[config.mk]
export PLATFORM = sky130hd
export DESIGN_NAME = hz_pipe_ctrl
export DESIGN_NICKNAME = d
export VERILOG_FILES = /design/src/rtl/hz_pipe_pkg.sv /design/src/rtl/hz_fwd_select.sv /design/src/rtl/hz_load_use_det.sv /design/src/rtl/hz_stall_flush.sv /design/src/rtl/hz_pipe_ctrl.sv
export SDC_FILE = /design/constraint.sdc
export NUM_CORES = 1
export LEC_CHECK = 0
export BUFFER_PORTS_ARGS = -buffer_cell sky130_fd_sc_hd__buf_4
export CAP_MARGIN = 20
export CORE_AREA = 8 8 45 47
export DETAILED_ROUTE_END_ITERATION = 10
export DIE_AREA = 0 0 53 55
export PLACE_DENSITY = 0.82
export RECOVER_POWER = 25
export SYNTH_ARGS = -nofsm -noshare
export SYNTH_HDL_FRONTEND = slang
export SYNTH_HIERARCHICAL = 1
export SYNTH_SLANG_ARGS = --single-unit
[constraint.sdc]
create_clock -name vclk -period 1.47
set_input_delay 0.147 -clock vclk [all_inputs]
set_output_delay 0.147 -clock vclk [all_outputs]
set_load 0.005 [all_outputs]
[src/rtl/hz_pipe_pkg.sv]
// Package: shared types for the pipeline hazard and forwarding control.
// Assumes two-bit operand source codes decoded by the execute-stage muxes.
package hz_pipe_pkg;

    // Width of an operand source select code
    localparam int unsigned FWD_SEL_W = 2;

    // Operand source for an execute-stage input
    typedef enum logic [FWD_SEL_W-1:0] {
        FWD_RF    = 2'b00,   // value read from the register file in decode
        FWD_MEMWB = 2'b01,   // result held in the memory/writeback register
        FWD_EXMEM = 2'b10    // result held in the execute/memory register
    } fwd_sel_e;

endpackage

[src/rtl/hz_fwd_select.sv]
// Module: hz_fwd_select
// Picks the source of one execute-stage operand by comparing its register
// index with the destinations held in the two later pipeline registers.
// Assumes register index 0 is hard-wired to zero and is never a producer.
module hz_fwd_select
    import hz_pipe_pkg::*;
#(
    parameter int unsigned IDX_W = 5
) (
    input  logic [IDX_W-1:0] src_idx,
    input  logic [IDX_W-1:0] exm_rd,
    input  logic             exm_wr_en,
    input  logic [IDX_W-1:0] mwb_rd,
    input  logic             mwb_wr_en,
    output fwd_sel_e         sel
);

    localparam logic [IDX_W-1:0] ZERO_IDX = '0;

    logic exm_hit;
    logic mwb_hit;

    // Match against each producer, excluding register zero and non-writers
    always_comb begin
        exm_hit = exm_wr_en && (exm_rd != ZERO_IDX) && (exm_rd == src_idx);
        mwb_hit = mwb_wr_en && (mwb_rd != ZERO_IDX) && (mwb_rd == src_idx);
    end

    // Priority choice: younger execute/memory result before memory/writeback
    always_comb begin
        if (exm_hit) begin
            sel = FWD_EXMEM;
        end else if (mwb_hit) begin
            sel = FWD_MEMWB;
        end else begin
            sel = FWD_RF;
        end
    end

    // Checks tying the chosen code back to the producer fields
    always_comb begin

        exm_prio_chk: assert (!(exm_wr_en && exm_rd != ZERO_IDX && exm_rd == src_idx)
                              || sel == FWD_EXMEM)
            else $error("exm match not forwarded");

        mwb_valid_chk: assert (sel != FWD_MEMWB
                               || (mwb_wr_en && mwb_rd != ZERO_IDX && mwb_rd == src_idx))
            else $error("mwb select without valid producer");

        exm_valid_chk: assert (sel != FWD_EXMEM
                               || (exm_wr_en && exm_rd != ZERO_IDX))
            else $error("exm select without valid producer");
    end

endmodule

[src/rtl/hz_load_use_det.sv]
// Module: hz_load_use_det
// Flags a load in execute whose destination is read by the instruction in
// decode. Assumes load data becomes usable only after the memory stage.
module hz_load_use_det #(
    parameter int unsigned IDX_W = 5
) (
    input  logic [IDX_W-1:0] dec_rs1,
    input  logic [IDX_W-1:0] dec_rs2,
    input  logic [IDX_W-1:0] ex_rd,
    input  logic             ex_wr_en,
    input  logic             ex_is_load,
    output logic             lu_hit
);

    localparam logic [IDX_W-1:0] ZERO_IDX = '0;

    logic src_match;

    // Either decode source names the load destination
    always_comb begin
        src_match = (ex_rd == dec_rs1) || (ex_rd == dec_rs2);
    end

    // Hazard only for a real load writing a nonzero register
    always_comb begin
        lu_hit = ex_is_load && ex_wr_en && (ex_rd != ZERO_IDX) && src_match;
    end

    // Checks on the detect output against its inputs
    always_comb begin

        lu_load_only_chk: assert (!lu_hit || ex_is_load)
            else $error("load-use flagged for non-load");

        lu_zero_chk: assert (!lu_hit || (ex_wr_en && ex_rd != ZERO_IDX))
            else $error("load-use flagged for x0 or non-writer");
    end

endmodule

[src/rtl/hz_stall_flush.sv]
// Module: hz_stall_flush
// Combines the global enable, the load-use detect and the taken-branch flag
// into the fetch enable, bubble and flush controls. Assumes a taken branch
// redirects fetch, so a stall in the same cycle is dropped.
module hz_stall_flush (
    input  logic pipe_en,
    input  logic lu_hit,
    input  logic br_taken,
    output logic fetch_en,
    output logic dx_bubble,
    output logic fd_flush,
    output logic dx_flush
);

    logic take_stall;

    // A stall is only taken when no flush claims the cycle
    always_comb begin
        take_stall = lu_hit && !br_taken;
    end

    // Fetch advances when enabled and not held; bubble fills the gap
    always_comb begin
        fetch_en  = pipe_en && !take_stall;
        dx_bubble = take_stall;
    end

    // Wrong-path instructions in both early registers are discarded
    always_comb begin
        fd_flush = br_taken;
        dx_flush = br_taken;
    end

    // Checks on the relations between the control outputs
    always_comb begin

        fetch_gate_chk: assert (!fetch_en || pipe_en)
            else $error("fetch enabled while pipeline disabled");

        bubble_hold_chk: assert (!dx_bubble || !fetch_en)
            else $error("bubble inserted while fetch advances");

        flush_over_stall_chk: assert (!(dx_bubble && fd_flush))
            else $error("bubble and flush together");

        flush_fetch_chk: assert (!br_taken || fetch_en == pipe_en)
            else $error("fetch held during flush");
    end

endmodule

[src/rtl/hz_pipe_ctrl.sv]
// Module: hz_pipe_ctrl (top)
// Hazard and forwarding control for a five-stage in-order pipeline.
// Purely combinational: it compares the register fields of the pipeline
// registers and drives the fetch enable, bubble, flush and operand selects.
// Assumes the datapath applies these outputs on its next clock edge.
module hz_pipe_ctrl
    import hz_pipe_pkg::*;
#(
    parameter int unsigned IDX_W  = 5,
    parameter int unsigned N_OPER = 2
) (
    input  logic             pipe_en,
    input  logic [IDX_W-1:0] dec_rs1,
    input  logic [IDX_W-1:0] dec_rs2,
    input  logic [IDX_W-1:0] ex_rs1,
    input  logic [IDX_W-1:0] ex_rs2,
    input  logic [IDX_W-1:0] ex_rd,
    input  logic             ex_wr_en,
    input  logic             ex_is_load,
    input  logic [IDX_W-1:0] exm_rd,
    input  logic             exm_wr_en,
    input  logic [IDX_W-1:0] mwb_rd,
    input  logic             mwb_wr_en,
    input  logic             ex_br_taken,
    output logic             fetch_en,
    output logic             dx_bubble,
    output logic             fd_flush,
    output logic             dx_flush,
    output logic [1:0]       fwd_sel_a,
    output logic [1:0]       fwd_sel_b
);

    logic [IDX_W-1:0] oper_src [N_OPER];
    fwd_sel_e         oper_sel [N_OPER];
    logic             lu_hit;

    // Gather the execute-stage source indices into one array
    always_comb begin
        oper_src[0] = ex_rs1;
        oper_src[1] = ex_rs2;
    end

    // One forwarding selector per execute-stage operand
    for (genvar gi = 0; gi < N_OPER; gi++) begin : g_oper
        hz_fwd_select #(
            .IDX_W(IDX_W)
        ) fwd_sel_i (
            .src_idx  (oper_src[gi]),
            .exm_rd   (exm_rd),
            .exm_wr_en(exm_wr_en),
            .mwb_rd   (mwb_rd),
            .mwb_wr_en(mwb_wr_en),
            .sel      (oper_sel[gi])
        );
    end

    // Present the operand codes as plain vectors
    always_comb begin
        fwd_sel_a = oper_sel[0];
        fwd_sel_b = oper_sel[1];
    end

    hz_load_use_det #(
        .IDX_W(IDX_W)
    ) lu_det_i (
        .dec_rs1   (dec_rs1),
        .dec_rs2   (dec_rs2),
        .ex_rd     (ex_rd),
        .ex_wr_en  (ex_wr_en),
        .ex_is_load(ex_is_load),
        .lu_hit    (lu_hit)
    );

    hz_stall_flush stall_flush_i (
        .pipe_en  (pipe_en),
        .lu_hit   (lu_hit),
        .br_taken (ex_br_taken),
        .fetch_en (fetch_en),
        .dx_bubble(dx_bubble),
        .fd_flush (fd_flush),
        .dx_flush (dx_flush)
    );

    // Top-level checks across the port boundary
    always_comb begin

        flush_pair_chk: assert (fd_flush == dx_flush && fd_flush == ex_br_taken)
            else $error("flush outputs disagree with branch flag");

        alu_no_stall_chk: assert (ex_is_load || !dx_bubble)
            else $error("bubble without load in execute");
    end

endmodule

==> reports/summary.txt <==
worst slew margin relative to its limit: 78.71%
Tot GR Track Use: 12.86%
detailed-placement wirelength estimate: 1.711 mm
Final ANT Viol Nets: 0
Post-Syn Area: 488.0 sq um
RSZ-0062 raised after global routing: true
IR drop worst, VDD: 134.5 uV
final setup fails: 0
vias after detailed routing: 655
number of sequential cells: 0
P_leak: 0.3791 nW
residual overflow from global routing: 0
WL final: 1.894 mm
CP required: 1.32 ns
diode count: 0
global-route wire length before repair: 3.015 mm
Post-CTS Hold Fix Bufs: 0
worst hold path cell count: 2
fraction of layout instances using a drive strength above 1: 55.05%
net switching power of the design: 0.00009606 W
result of the run: finished, final reports clean
footprint of the multi-input gates: 461.7 sq um
wire length per cell: 15.15 um
post-route clock period utilization: 97.22%
port buffer count: 49
worst hold path type: input port to output port
xor/xnor share of the synthesized area: 46.67%
area of the die: 2915 sq um
Max Fclk: 0.6997 GHz
Yosys cell types: 16
final design instance area without fill: 864.6 sq um
total area of sequential cells: 0 sq um
power per unit of standard cell area: 269.5 nW/um^2
pin count of the biggest net entering global routing: 5
clock buf count: 0
hold violation total from the final report: 0
Post-Synth Simple-Gate Area: 29.74%
arithmetic-cell share of the synthesized area counting full adders, half adders and majority gates: 0%
Yosys warning total: 6
number of antenna violations at the first check in global routing: 0
first-pass iteration count of the detailed router: 5
placement row count: 14
Horiz. Die Dim: 53 um
via count of the first global-routing pass: 757
commonest non-fill, non-tap cell in the layout: buf_4
Layout Nets: 152
placed cell area: 853.3 sq um
Internal Pwr Total: 0.0001370 W
PnR Total Power: 0.0002330 W
Tmin final: 1.429 ns
drt via density: 5.240
number of buffers inserted to repair setup after CTS: 0
switching share of power: 41.22%
arrival time reported for the critical path endpoint: 1.28 ns
DIE HEIGHT: 55 um
cell type contributing the most total cell area after synthesis: xnor2_1
Gate Count Post-Synth: 63
number of violations reported at the end of detailed-routing iteration 0: 7
synthesis-to-finish area growth: 77.18%
launch instance of the worst min-delay path: ex_br_taken
total of max-cap violations: 0
highest-count cells in the layout ignoring fill and taps: buf_4 (47), xnor2_1 (14), xor2_1 (12), nand3_1 (6), nor3_1 (6)
Avg Synthesized Cell Area: 7.746 sq um
number of fill cells in the layout: 121
effective utilization at floorplan: 35.26%
biggest fanout along the worst timing path: 2
top-level I/O count: 49
CP Launch Type: input port
share of power burned in the clock network: 0%
cells taking the most area after synthesis: xnor2_1 (25%), xor2_1 (22%), o41ai_2 (6.7%), nand3_1 (6.2%), nor3_1 (6.2%)
register share of total power: 0%
portion of netlist area occupied by mux cells: 0%
combinational family with the most area after synthesis: XOR/XNOR gates
net count after synthesis: 104
DRC violations left: 0
transition time of the tightest slew-check pin: 0.3159 ns
area share of the largest cell type after synthesis: 25.13%
Worst setup EP type: output port
Compound-Gate Fraction of Synth Area: 17.44%
type of the worst setup path: input port to output port
fraction of the yosys area taken by sequential cells: 0%
Core ar.: 1384 sq um
share of total power in combinational logic: 100.0%
endpoint of the worst hold path: fd_flush
RePlAce Congestion: 0.8642
final-report max-slew violation count: 0
## power by group through the flow
stage          clock (W)  sequential, W  combinational, W
2_1_floorplan          0              0         0.0000911
3_3_place_gp           0              0          0.000223
3_5_place_dp           0              0          0.000230
4_1_cts                0              0          0.000234
5_1_grt                0              0          0.000252
6_report               0              0          0.000233
## final cells by class
cell class,count,area share (%)
multi-input combinational,59,53.40
timing repair buffer,50,44.28
tap,16,2.315
## Yosys cell counts (2+ instances only)
cell type	instances
a211oi_2	2
a21oi_1	3
buf_4	4
nand2_1	4
nand3_1	6
nor2_1	2
nor3_1	6
nor3_2	2
nor4_1	2
o41ai_2	2
xnor2_1	14
xor2_1	12
## metrics by stage
| step | util (%) | TNS (ns) | setup WS [ns] | cells | hold WS (ns) |
|---|---|---|---|---|---|
| 2_1_floorplan | - | 0 | 0.2350 | 63 | 0.3154 |
| 3_3_place_gp | 61.66 | 0 | 0.009374 | 125 | 0.5039 |
| 3_5_place_dp | 61.66 | -0.01546 | -0.01546 | 125 | 0.5038 |
| 4_1_cts | 62.48 | 0 | 0.005447 | 125 | 0.5056 |
| 5_1_grt | 62.48 | -0.03611 | -0.03611 | 125 | 0.5100 |
| 6_report | 62.48 | 0 | 0.04082 | 125 | 0.5028 |
## kinds of logic after synthesis
logic type	after synthesis
buffers and inverters	4
XOR/XNOR	26
AO/OA/AOI/OAI	8
AND/OR/NAND/NOR	25
## worst max-delay path by stage
| stage | slack (ns) | to | cells past startpoint | start |
|---|---|---|---|---|
| floorplan | 0.24 | fetch_en | 5 | ex_rd[2] |
| global placement | 0.009 | fetch_en | 7 | ex_rd[2] |
| detailed placement | -0.02 | fetch_en | 7 | ex_rd[2] |
| CTS | 0.005 | fetch_en | 7 | ex_rd[4] |
| global route | -0.04 | fetch_en | 7 | ex_rd[4] |
| finish | 0.04 | fetch_en | 7 | ex_rd[4] |
## repair_timing
item / in CTS / in global routing
resized for setup: 3 / 0
cloned: 0 / 0
endpoints found under the setup margin: 1 / 1
pin swaps: 2 / 1
## critical path, stage by stage
cell and delay (ns):
buf_6 0.09, or4_4 0.52, o211ai_2 0.14, a21oi_1 0.05
nor2b_4 0.13, nor2b_2 0.10, buf_4 0.11
## metal layers
metal  share of wire (%)  up-vias  GRT usage (%)
met5                   0        -              0
met2                  47       53          25.20
met1                  34      283          11.16
met3                  17        7          6.684
li1                    -      312              -
met4                 1.4        0          3.448
Note: power is estimated with default switching activity, not from simulation.
